==> src/rtl/nfq_pkg.sv <==
package nfq_pkg;

  localparam int WORD_W    = 32;
  localparam int NCHIP     = 4;
  localparam int BYTE_W    = 8;
  localparam int LEN_W     = 10;
  localparam int TMO_FLD_W = 5;
  localparam int TIM_W     = 5;

  localparam logic [3:0] OPC_STBY = 4'h0;
  localparam logic [3:0] OPC_DWR  = 4'h4;
  localparam logic [3:0] OPC_CLE  = 4'h5;
  localparam logic [3:0] OPC_ALE  = 4'h6;
  localparam logic [3:0] OPC_DRD  = 4'h8;
  localparam logic [3:0] OPC_IDLE = 4'hC;

  typedef enum logic [2:0] {
    K_NONE  = 3'd0,
    K_LATCH = 3'd1,
    K_READ  = 3'd2,
    K_DELAY = 3'd3,
    K_WAIT  = 3'd4
  } nfq_kind_e;

  typedef struct packed {
    nfq_kind_e              kind;
    logic [NCHIP-1:0]       ce_n;
    logic                   cle;
    logic                   ale;
    logic [BYTE_W-1:0]      bval;
    logic [LEN_W-1:0]       len;
    logic [TMO_FLD_W-1:0]   tmo;
  } nfq_cmd_t;

endpackage

==> src/rtl/nfq_fifo.sv <==
module nfq_fifo #(
  parameter int DEPTH = 16,
  parameter int W     = 32,
  localparam int AW   = $clog2(DEPTH),
  localparam int CW   = $clog2(DEPTH + 1)
) (
  input  logic          clk,
  input  logic          rst_n,
  input  logic          push,
  input  logic [W-1:0]  wdata,
  input  logic          pop,
  output logic [W-1:0]  rdata,
  output logic          empty,
  output logic          full,
  output logic [CW-1:0] level
);

  logic [W-1:0]  mem_q [DEPTH];
  logic [AW-1:0] wptr_q, wptr_d;
  logic [AW-1:0] rptr_q, rptr_d;
  logic [CW-1:0] lvl_q,  lvl_d;
  logic          do_push, do_pop;

  assign empty   = (lvl_q == '0);
  assign full    = (lvl_q == CW'(DEPTH));
  assign do_push = push && !full;
  assign do_pop  = pop && !empty;
  assign rdata   = mem_q[rptr_q];
  assign level   = lvl_q;

  always_comb begin
    wptr_d = wptr_q;
    rptr_d = rptr_q;
    lvl_d  = lvl_q;
    if (do_push) wptr_d = (wptr_q == AW'(DEPTH - 1)) ? '0 : wptr_q + 1'b1;
    if (do_pop)  rptr_d = (rptr_q == AW'(DEPTH - 1)) ? '0 : rptr_q + 1'b1;
    case ({do_push, do_pop})
      2'b10:   lvl_d = lvl_q + 1'b1;
      2'b01:   lvl_d = lvl_q - 1'b1;
      default: lvl_d = lvl_q;
    endcase
  end

  always_ff @(posedge clk or negedge rst_n) begin
    if (!rst_n) begin
      wptr_q <= '0;
      rptr_q <= '0;
      lvl_q  <= '0;
    end else begin
      wptr_q <= wptr_d;
      rptr_q <= rptr_d;
      lvl_q  <= lvl_d;
    end
  end

  // storage carries no reset; written under its own enable
  always_ff @(posedge clk) begin
    if (do_push) mem_q[wptr_q] <= wdata;
  end

endmodule

==> src/rtl/nfq_sync.sv <==
module nfq_sync #(
  parameter int W      = 4,
  parameter int STAGES = 2
) (
  input  logic         clk,
  input  logic         rst_n,
  input  logic [W-1:0] din,
  output logic [W-1:0] dout
);

  logic [W-1:0] stg_q [STAGES];

  always_ff @(posedge clk or negedge rst_n) begin
    if (!rst_n) stg_q[0] <= '1;
    else        stg_q[0] <= din;
  end

  for (genvar g = 1; g < STAGES; g++) begin : g_stage
    always_ff @(posedge clk or negedge rst_n) begin
      if (!rst_n) stg_q[g] <= '1;
      else        stg_q[g] <= stg_q[g-1];
    end
  end

  assign dout = stg_q[STAGES-1];

endmodule

==> src/rtl/nfq_decode.sv <==
module nfq_decode
  import nfq_pkg::*;
(
  input  logic [WORD_W-1:0] word,
  output nfq_cmd_t          cmd
);

  logic [3:0] opc;
  logic       rsvd_set;

  assign opc      = word[17:14];
  assign rsvd_set = (|word[31:22]) || word[21];

  always_comb begin
    cmd      = '0;
    cmd.kind = K_NONE;
    cmd.ce_n = word[13:10];
    cmd.bval = word[7:0];
    cmd.len  = word[9:0];
    cmd.tmo  = word[4:0];
    if (rsvd_set) begin
      cmd.kind = K_NONE;
    end else if (word[20]) begin
      cmd.kind = K_WAIT;
    end else if (|word[19:18]) begin
      cmd.kind = K_NONE;
    end else begin
      case (opc)
        OPC_CLE:  begin cmd.kind = K_LATCH; cmd.cle = 1'b1; end
        OPC_ALE:  begin cmd.kind = K_LATCH; cmd.ale = 1'b1; end
        OPC_DWR:  cmd.kind = K_LATCH;
        OPC_DRD:  cmd.kind = K_READ;
        OPC_IDLE: cmd.kind = K_DELAY;
        OPC_STBY: cmd.kind = K_DELAY;
        default:  cmd.kind = K_NONE;
      endcase
    end
  end

endmodule

==> src/rtl/nfq_exec.sv <==
module nfq_exec
  import nfq_pkg::*;
#(
  parameter int TMO_PRESCALE = 64,
  localparam int PRE_SH      = $clog2(TMO_PRESCALE),
  localparam int TMO_W       = TMO_FLD_W + PRE_SH
) (
  input  logic              clk,
  input  logic              rst_n,
  input  logic              start,
  input  nfq_cmd_t          cmd,
  input  logic [TIM_W-1:0]  cyc_len,
  input  logic [TIM_W-1:0]  stb_len,
  input  logic [NCHIP-1:0]  rb_sync,
  input  logic [BYTE_W-1:0] dq_in,
  input  logic              tmo_clr,
  output logic              busy,
  output logic              tmo_flag,
  output logic [BYTE_W-1:0] rd_byte,
  output logic [NCHIP-1:0]  ce_n,
  output logic              cle,
  output logic              ale,
  output logic              we_n,
  output logic              re_n,
  output logic [BYTE_W-1:0] dq_out,
  output logic              dq_oe
);

  logic              busy_q,  busy_d;
  nfq_cmd_t          cmd_q,   cmd_d;
  logic [TIM_W-1:0]  phase_q, phase_d;
  logic [LEN_W-1:0]  left_q,  left_d;
  logic [TMO_W-1:0]  tcnt_q,  tcnt_d;
  logic              flag_q,  flag_d;
  logic [BYTE_W-1:0] rdb_q,   rdb_d;

  logic              cyc_end;
  logic              rdy;
  logic [TMO_W-1:0]  tlimit;
  logic              on_bus;
  logic              strobe;

  assign cyc_end = (phase_q == cyc_len);
  assign rdy     = &(rb_sync | cmd_q.ce_n);
  assign tlimit  = TMO_W'(cmd_q.tmo) << PRE_SH;

  always_comb begin
    busy_d  = busy_q;
    cmd_d   = cmd_q;
    phase_d = phase_q;
    left_d  = left_q;
    tcnt_d  = tcnt_q;
    flag_d  = flag_q;
    rdb_d   = rdb_q;
    if (tmo_clr) flag_d = 1'b0;
    if (!busy_q) begin
      if (start) begin
        busy_d  = 1'b1;
        cmd_d   = cmd;
        phase_d = '0;
        left_d  = cmd.len;
        tcnt_d  = '0;
      end
    end else begin
      case (cmd_q.kind)
        K_LATCH: begin
          if (cyc_end) busy_d = 1'b0;
          else         phase_d = phase_q + 1'b1;
        end
        K_READ: begin
          if (left_q == '0) begin
            busy_d = 1'b0;
          end else if (cyc_end) begin
            rdb_d   = dq_in;
            phase_d = '0;
            left_d  = left_q - 1'b1;
            if (left_q == LEN_W'(1)) busy_d = 1'b0;
          end else begin
            phase_d = phase_q + 1'b1;
          end
        end
        K_DELAY: begin
          if (left_q <= LEN_W'(1)) busy_d = 1'b0;
          else                     left_d = left_q - 1'b1;
        end
        K_WAIT: begin
          if (rdy) begin
            busy_d = 1'b0;
          end else if (tcnt_q == tlimit) begin
            flag_d = 1'b1;
            busy_d = 1'b0;
          end else begin
            tcnt_d = tcnt_q + 1'b1;
          end
        end
        default: busy_d = 1'b0;
      endcase
    end
  end

  always_ff @(posedge clk or negedge rst_n) begin
    if (!rst_n) begin
      busy_q  <= 1'b0;
      cmd_q   <= '0;
      phase_q <= '0;
      left_q  <= '0;
      tcnt_q  <= '0;
      flag_q  <= 1'b0;
      rdb_q   <= '0;
    end else begin
      busy_q  <= busy_d;
      cmd_q   <= cmd_d;
      phase_q <= phase_d;
      left_q  <= left_d;
      tcnt_q  <= tcnt_d;
      flag_q  <= flag_d;
      rdb_q   <= rdb_d;
    end
  end

  assign on_bus = busy_q && ((cmd_q.kind == K_LATCH) ||
                             ((cmd_q.kind == K_READ) && (left_q != '0)));
  assign strobe = on_bus && (phase_q < stb_len);

  assign busy     = busy_q;
  assign tmo_flag = flag_q;
  assign rd_byte  = rdb_q;
  assign ce_n     = (busy_q && (cmd_q.kind != K_NONE)) ? cmd_q.ce_n : '1;
  assign cle      = busy_q && (cmd_q.kind == K_LATCH) && cmd_q.cle;
  assign ale      = busy_q && (cmd_q.kind == K_LATCH) && cmd_q.ale;
  assign we_n     = !(strobe && (cmd_q.kind == K_LATCH));
  assign re_n     = !(strobe && (cmd_q.kind == K_READ));
  assign dq_oe    = busy_q && (cmd_q.kind == K_LATCH);
  assign dq_out   = dq_oe ? cmd_q.bval : '0;

endmodule

==> src/rtl/nand_cmdq_seq.sv <==
module nand_cmdq_seq
  import nfq_pkg::*;
#(
  parameter int FIFO_DEPTH   = 16,
  parameter int TMO_PRESCALE = 64,
  parameter int CYC_RST      = 4,
  parameter int STB_RST      = 2,
  parameter int SYNC_STAGES  = 2
) (
  input  logic        clk,
  input  logic        rst_n,
  input  logic        cmd_wr_en,
  input  logic [31:0] cmd_wr_data,
  input  logic        cfg_wr_en,
  input  logic [9:0]  cfg_wr_data,
  input  logic        tmo_clr,
  output logic [31:0] status,
  output logic [7:0]  rd_byte,
  output logic [3:0]  nand_ce_n,
  output logic        nand_cle,
  output logic        nand_ale,
  output logic        nand_we_n,
  output logic        nand_re_n,
  output logic [7:0]  nand_dq_out,
  output logic        nand_dq_oe,
  input  logic [7:0]  nand_dq_in,
  input  logic [3:0]  nand_rb
);

  localparam int LVL_W  = $clog2(FIFO_DEPTH + 1);
  localparam int OUTS_W = $clog2(FIFO_DEPTH + 2);
  localparam int STAT_W = 5;

  logic [WORD_W-1:0] head_word;
  logic              q_empty, q_full;
  logic [LVL_W-1:0]  q_level;
  logic              ex_busy, ex_start;
  logic              ex_flag;
  nfq_cmd_t          head_cmd;
  logic [NCHIP-1:0]  rb_s;
  logic [TIM_W-1:0]  cyc_q, cyc_d;
  logic [TIM_W-1:0]  stb_q, stb_d;
  logic [OUTS_W-1:0] outstanding;

  assign ex_start = !q_empty && !ex_busy;

  nfq_fifo #(.DEPTH(FIFO_DEPTH), .W(WORD_W)) i_fifo (
    .clk   (clk),
    .rst_n (rst_n),
    .push  (cmd_wr_en),
    .wdata (cmd_wr_data),
    .pop   (ex_start),
    .rdata (head_word),
    .empty (q_empty),
    .full  (q_full),
    .level (q_level)
  );

  nfq_decode i_dec (
    .word (head_word),
    .cmd  (head_cmd)
  );

  nfq_sync #(.W(NCHIP), .STAGES(SYNC_STAGES)) i_rbsync (
    .clk   (clk),
    .rst_n (rst_n),
    .din   (nand_rb),
    .dout  (rb_s)
  );

  always_comb begin
    cyc_d = cyc_q;
    stb_d = stb_q;
    if (cfg_wr_en) begin
      cyc_d = cfg_wr_data[4:0];
      stb_d = cfg_wr_data[9:5];
    end
  end

  always_ff @(posedge clk or negedge rst_n) begin
    if (!rst_n) begin
      cyc_q <= TIM_W'(CYC_RST);
      stb_q <= TIM_W'(STB_RST);
    end else begin
      cyc_q <= cyc_d;
      stb_q <= stb_d;
    end
  end

  nfq_exec #(.TMO_PRESCALE(TMO_PRESCALE)) i_exec (
    .clk      (clk),
    .rst_n    (rst_n),
    .start    (ex_start),
    .cmd      (head_cmd),
    .cyc_len  (cyc_q),
    .stb_len  (stb_q),
    .rb_sync  (rb_s),
    .dq_in    (nand_dq_in),
    .tmo_clr  (tmo_clr),
    .busy     (ex_busy),
    .tmo_flag (ex_flag),
    .rd_byte  (rd_byte),
    .ce_n     (nand_ce_n),
    .cle      (nand_cle),
    .ale      (nand_ale),
    .we_n     (nand_we_n),
    .re_n     (nand_re_n),
    .dq_out   (nand_dq_out),
    .dq_oe    (nand_dq_oe)
  );

  assign outstanding = OUTS_W'(q_level) + OUTS_W'(ex_busy);

  always_comb begin
    status        = '0;
    status[31:28] = rb_s;
    status[27]    = ex_flag;
    status[26:22] = STAT_W'(outstanding);
  end

  logic unused_full;
  assign unused_full = q_full;

endmodule

==> config.mk <==
export PLATFORM = sky130hd
export DESIGN_NAME = nand_cmdq_seq
export DESIGN_NICKNAME = d
export VERILOG_FILES = /design/src/rtl/nfq_pkg.sv /design/src/rtl/nfq_fifo.sv /design/src/rtl/nfq_sync.sv /design/src/rtl/nfq_decode.sv /design/src/rtl/nfq_exec.sv /design/src/rtl/nand_cmdq_seq.sv
export SDC_FILE = /design/constraint.sdc
export NUM_CORES = 1
export LEC_CHECK = 0
export BUFFER_PORTS_ARGS = -buffer_cell sky130_fd_sc_hd__buf_2
export CORE_MARGIN = 2
export CORE_UTILIZATION = 45
export CTS_BUF_LIST = sky130_fd_sc_hd__clkbuf_16
export DETAILED_ROUTE_END_ITERATION = 8
export HOLD_SLACK_MARGIN = 0.12
export SYNTH_ARGS = -nofsm -noshare
export SYNTH_HDL_FRONTEND = slang
export SYNTH_SLANG_ARGS = --single-unit
==> constraint.sdc <==
create_clock -name clk -period 5.5 [get_ports clk]
set_input_delay 0.275 -clock clk [delete_from_list [all_inputs] [get_ports clk]]
set_output_delay 0.275 -clock clk [all_outputs]
set_load 0.02 [all_outputs]
==> summary.md <==
| Metric | Value |
|---|---|
| Status | `completed` |
| Total via count after detailed routing | `approximately 12000` |
| Initial antenna violation count | `0` |
| Setup repair after global routing missed its margin | `no` |
| Fraction of power consumed by sequential logic | `0.440` |
| Avg Cell Area, Syn | `about 18 sq um` |
| Proportion of total power due to net switching | `0.296` |
| Clock network power share | `0.330` |
| Maximum frequency from static timing analysis | `roughly 300 MHz` |
| Power density over cell area | `about 500 nW/um^2` |
| Global-route usage over all layers | `0.193` |
| Cell area after synthesis | `23200 sq um` |
| Number of nets in the layout | `roughly 1600` |
| Type of origin of the critical path | `register` |
| Total of endpoints with negative setup slack in the final report | `0` |
| Number of levels the H-tree was split into | `3` |
| Synth warnings | `0` |
| Number of buffers inserted during clock tree synthesis | `between 60 and 70` |
| Clock slew at the register clock pins of the worst setup and hold paths | `approximately 0.060 ns` |
| Primary FF master, synth | `sky130_fd_sc_hd__edfxtp_1` |
| Area delta synth->final | `17.6%` |
| Depth of the worst register-to-register path | `8` |
| Fin Clk Skew | `roughly 0.016 ns` |
| Sum of net half-perimeters after detailed placement | `between 20 and 30 mm` |
| First DRT Iteration DRCs | `1151` |
| Post-route total power | `approximately 13000 uW` |
| Relative max-transition margin | `0.299` |
| Area enclosed by the die boundary | `between 50000 and 60000 sq um` |
| Worst Tran Pin Value | `around 1.1 ns` |
| Number of remaining DRC errors | `0` |
| Net switching power figure | `roughly 4000 uW` |
| Number of hold violations in the final report | `0` |
| Distinct cells, synth | `68` |
| Worst reg2reg setup slack | `between 2 and 2.5 ns` |
| Initial core utilization | `0.454` |
| Share of layout cells above drive strength 1 | `0.240` |
| Filler cell count | `around 4000` |
| Maximum fanout encountered on the critical timing path | `51` |
| Logic gate share of total power | `0.229` |
| GRT Residual Overflow | `0` |
| Via-to-Cell Ratio | `5.46` |
| Fraction of registers with async set or reset after synthesis | `0.141` |
| Final routed wirelength across all metal layers | `roughly 50 mm` |
| Final critical delay including setup and external delays | `around 3.3 ns` |
| Kind of critical path | `reg -> reg` |
| Final Max Slew Viols | `0` |
| Pre-antenna DRT Iters | `5` |
| Sort of element at the end of the critical path | `register` |
| Max-cap viol count | `0` |
| Crit path required time | `6.02 ns` |
| Maximum root-to-sink buffer count | `3` |
| Portion of the clock cycle consumed by the worst path in the final layout | `0.605` |
| Wire length of the first global-routing pass | `76.5 mm` |
| Routed wirelength normalized by instance count | `roughly 23 um` |
| TritonCTS clock tree | `yes` |
| Cell count after synthesis | `approximately 1300` |
| WHS Path Cells | `2` |
| Last weighted congestion value of the routability-driven placer | `approximately 0.79` |
| Die W | `around 230 um` |
| Static leakage | `approximately 0.0093 uW` |
| Number of ports placed on the die boundary | `~120` |
| Min-Delay Path Class | `in -> reg` |
| Internal power | `9490 uW` |
| Post-synth EDFFs | `slightly above 500` |
| Area of the core region | `51200 sq um` |
| Number of resized instances in the post-cts repair step | `0` |
| Clk sink count | `about 600` |
| Post-route ant nets | `0` |
| Port Buffer Count | `between 90 and 100` |
| Cell Rows | `just over 80` |
| Data arrival time of the critical path | `3.85 ns` |
| Sequential-to-total area share from yosys stat | `0.753` |
| Hold WS | `roughly 0.15 ns` |
| Latest clock arrival within the worst-skew pair | `0.59 ns` |
| Clock tree root buffer cell | `sky130_fd_sc_hd__clkbuf_16` |
| Y dimension of the die | `231 um` |
| Pin count of the biggest net entering global routing | `between 70 and 80` |
| Total Neg Setup Slack | `0 ns` |
| Maximum ir drop on the vdd rail | `0.302 mV` |
| #FFs+latches synth | `596` |
| Number of global-route vias before repair | `roughly 12000` |
==> worst max-delay path, cell delays in order, from the launching register on <==
cell and delay [ns]:
sky130_fd_sc_hd__dfrtp_4 1.05, sky130_fd_sc_hd__buf_4 0.57, sky130_fd_sc_hd__mux4_1 0.63, sky130_fd_sc_hd__a22oi_1 0.15
sky130_fd_sc_hd__nand3_1 0.14, sky130_fd_sc_hd__nor2b_1 0.25, sky130_fd_sc_hd__nand2_1 0.12, sky130_fd_sc_hd__and4b_1 0.22
sky130_fd_sc_hd__o21ai_1 0.10
==> synthesized netlist by cell type, types with 21 or more instances <==
library cell                 n  share of area
sky130_fd_sc_hd__o21ai_0    30         0.0065
sky130_fd_sc_hd__nor3_1     24         0.0052
sky130_fd_sc_hd__nand3_1    42         0.0091
sky130_fd_sc_hd__dfrtp_1    74          0.080
sky130_fd_sc_hd__nor2_1     57         0.0092
sky130_fd_sc_hd__buf_4      30         0.0097
sky130_fd_sc_hd__xnor2_1    24         0.0091
sky130_fd_sc_hd__nand2_1    85          0.014
sky130_fd_sc_hd__edfxtp_1  512           0.66
sky130_fd_sc_hd__a21oi_1    24         0.0052
sky130_fd_sc_hd__nor4_1     40          0.011
sky130_fd_sc_hd__clkbuf_1   21         0.0034
sky130_fd_sc_hd__mux4_2     93          0.090
==> path summary, 6_finish.rpt <==
kind / start / to
max: i_fifo.rptr_q[0] / i_exec.cmd_q[29]
min: cfg_wr_en / cyc_q[2]
max reg2reg: i_fifo.rptr_q[0] / i_exec.cmd_q[29]
min reg2reg: i_rbsync.stg_q[4] / i_rbsync.dout[0]
max in group asynchronous: rst_n / i_fifo.rptr_q[0]
min in group asynchronous: rst_n / i_rbsync.dout[0]
==> power groups by stage <==
stage / Sequential [uW] / Combinational [uW] / Clock [uW]
global placement: 6020 / 3070 / 0
CTS: 5950 / 3150 / 4540
detailed placement: 6040 / 3100 / 0
finish: 5930 / 3090 / 4450
global route: 6020 / 3420 / 4730
floorplan: 5730 / 2480 / 0
==> metrics by stage <==
stage	instance area, sq um	cells	utilization	worst slack, ns
detailed placement	24400	2021	0.477	2.07
CTS	27300	2207	0.533	2.06
global placement	24400	2021	0.477	2.04
floorplan	23300	1299	-	1.66
finish	27300	2208	0.534	2.17
global route	27300	2207	0.533	1.83
==> layout by cell type, fill, tap and decap left out, types with 5 or more instances in the layout <==
cell type	synthesis	final
sky130_fd_sc_hd__a211oi_1	5	5
sky130_fd_sc_hd__o21ai_0	30	30
sky130_fd_sc_hd__dfrtp_1	74	71
sky130_fd_sc_hd__bufinv_16	0	9
sky130_fd_sc_hd__inv_1	19	33
sky130_fd_sc_hd__nand4_1	8	8
sky130_fd_sc_hd__nor2b_1	6	6
sky130_fd_sc_hd__clkinv_2	0	6
sky130_fd_sc_hd__a21oi_1	24	24
sky130_fd_sc_hd__nor2_1	57	45
sky130_fd_sc_hd__inv_6	0	5
sky130_fd_sc_hd__nand2_1	85	85
sky130_fd_sc_hd__nand2b_1	8	8
sky130_fd_sc_hd__edfxtp_1	512	512
sky130_fd_sc_hd__or2_2	5	5
sky130_fd_sc_hd__nor3_1	24	20
sky130_fd_sc_hd__mux4_2	93	93
sky130_fd_sc_hd__dfstp_2	10	10
sky130_fd_sc_hd__buf_2	15	92
sky130_fd_sc_hd__mux2_2	15	15
sky130_fd_sc_hd__xnor2_1	24	24
sky130_fd_sc_hd__buf_4	30	28
sky130_fd_sc_hd__o21ai_1	6	6
sky130_fd_sc_hd__and3_1	15	15
sky130_fd_sc_hd__nand3_1	42	42
sky130_fd_sc_hd__nor2_4	0	12
sky130_fd_sc_hd__clkinv_1	1	14
sky130_fd_sc_hd__nor4_1	40	40
sky130_fd_sc_hd__a22oi_1	5	5
sky130_fd_sc_hd__o22ai_1	8	8
sky130_fd_sc_hd__ha_1	20	20
sky130_fd_sc_hd__conb_1	1	22
sky130_fd_sc_hd__dlygate4sd3_1	0	65
sky130_fd_sc_hd__clkbuf_16	0	68
==> per-layer routing <==
metal | global-route usage | share of wire | up-vias
met5 | 0 | 0 | -
met4 | 0.0496 | 0.018 | 0
met3 | 0.0434 | 0.053 | 75
met2 | 0.318 | 0.49 | 320
met1 | 0.263 | 0.44 | 6233
li1 | - | - | 5427
==> cell families after synthesis <==
kind of cell               Yosys count  synth area share
xor gates and xnor gates            28            0.0106
adders and majority gates           21            0.0116
other                                1          0.000162
DFF                                596             0.753
buffers and inverters               98            0.0245
and+or+nand+nor                    303            0.0636
muxes                              111             0.101
AOI/OAI and AO/OA                  120            0.0355
==> sequential cells by signal, indices dropped and copies added, names as in the netlist <==
signal and count:
i_exec.tmo_flag 1, i_exec.rd_byte 8, i_exec.busy 1, i_rbsync.dout 4, i_fifo.level 5, i_rbsync.stg_q 4
i_exec.left_q 10, i_fifo.wptr_q 4, i_fifo.mem_q 512, i_fifo.rptr_q 4, cyc_q 5, i_exec.phase_q 5
i_exec.tcnt_q 11, stb_q 5, i_exec.cmd_q 17
==> what timing repair did <==
item / 4_1_cts / 5_1_grt
setup buffers: 0 / 0
hold buffers: 65 / 0
setup endpoints to repair: 0 / 0
endpoints found under the hold margin: 547 / 0
==> final cells by class <==
cell class / instances / area (sq um) / area share
antenna: 1 / 2.50 / 0.0000916
clock buffer: 68 / 1700 / 0.0623
clock inverter: 53 / 517 / 0.0189
inverter: 20 / 75.1 / 0.00275
multi-input combinational: 605 / 5350 / 0.196
sequential: 596 / 17500 / 0.641
tap: 680 / 851 / 0.0311
timing repair buffer: 185 / 1320 / 0.0484
Power figures use the tool's default switching activity.
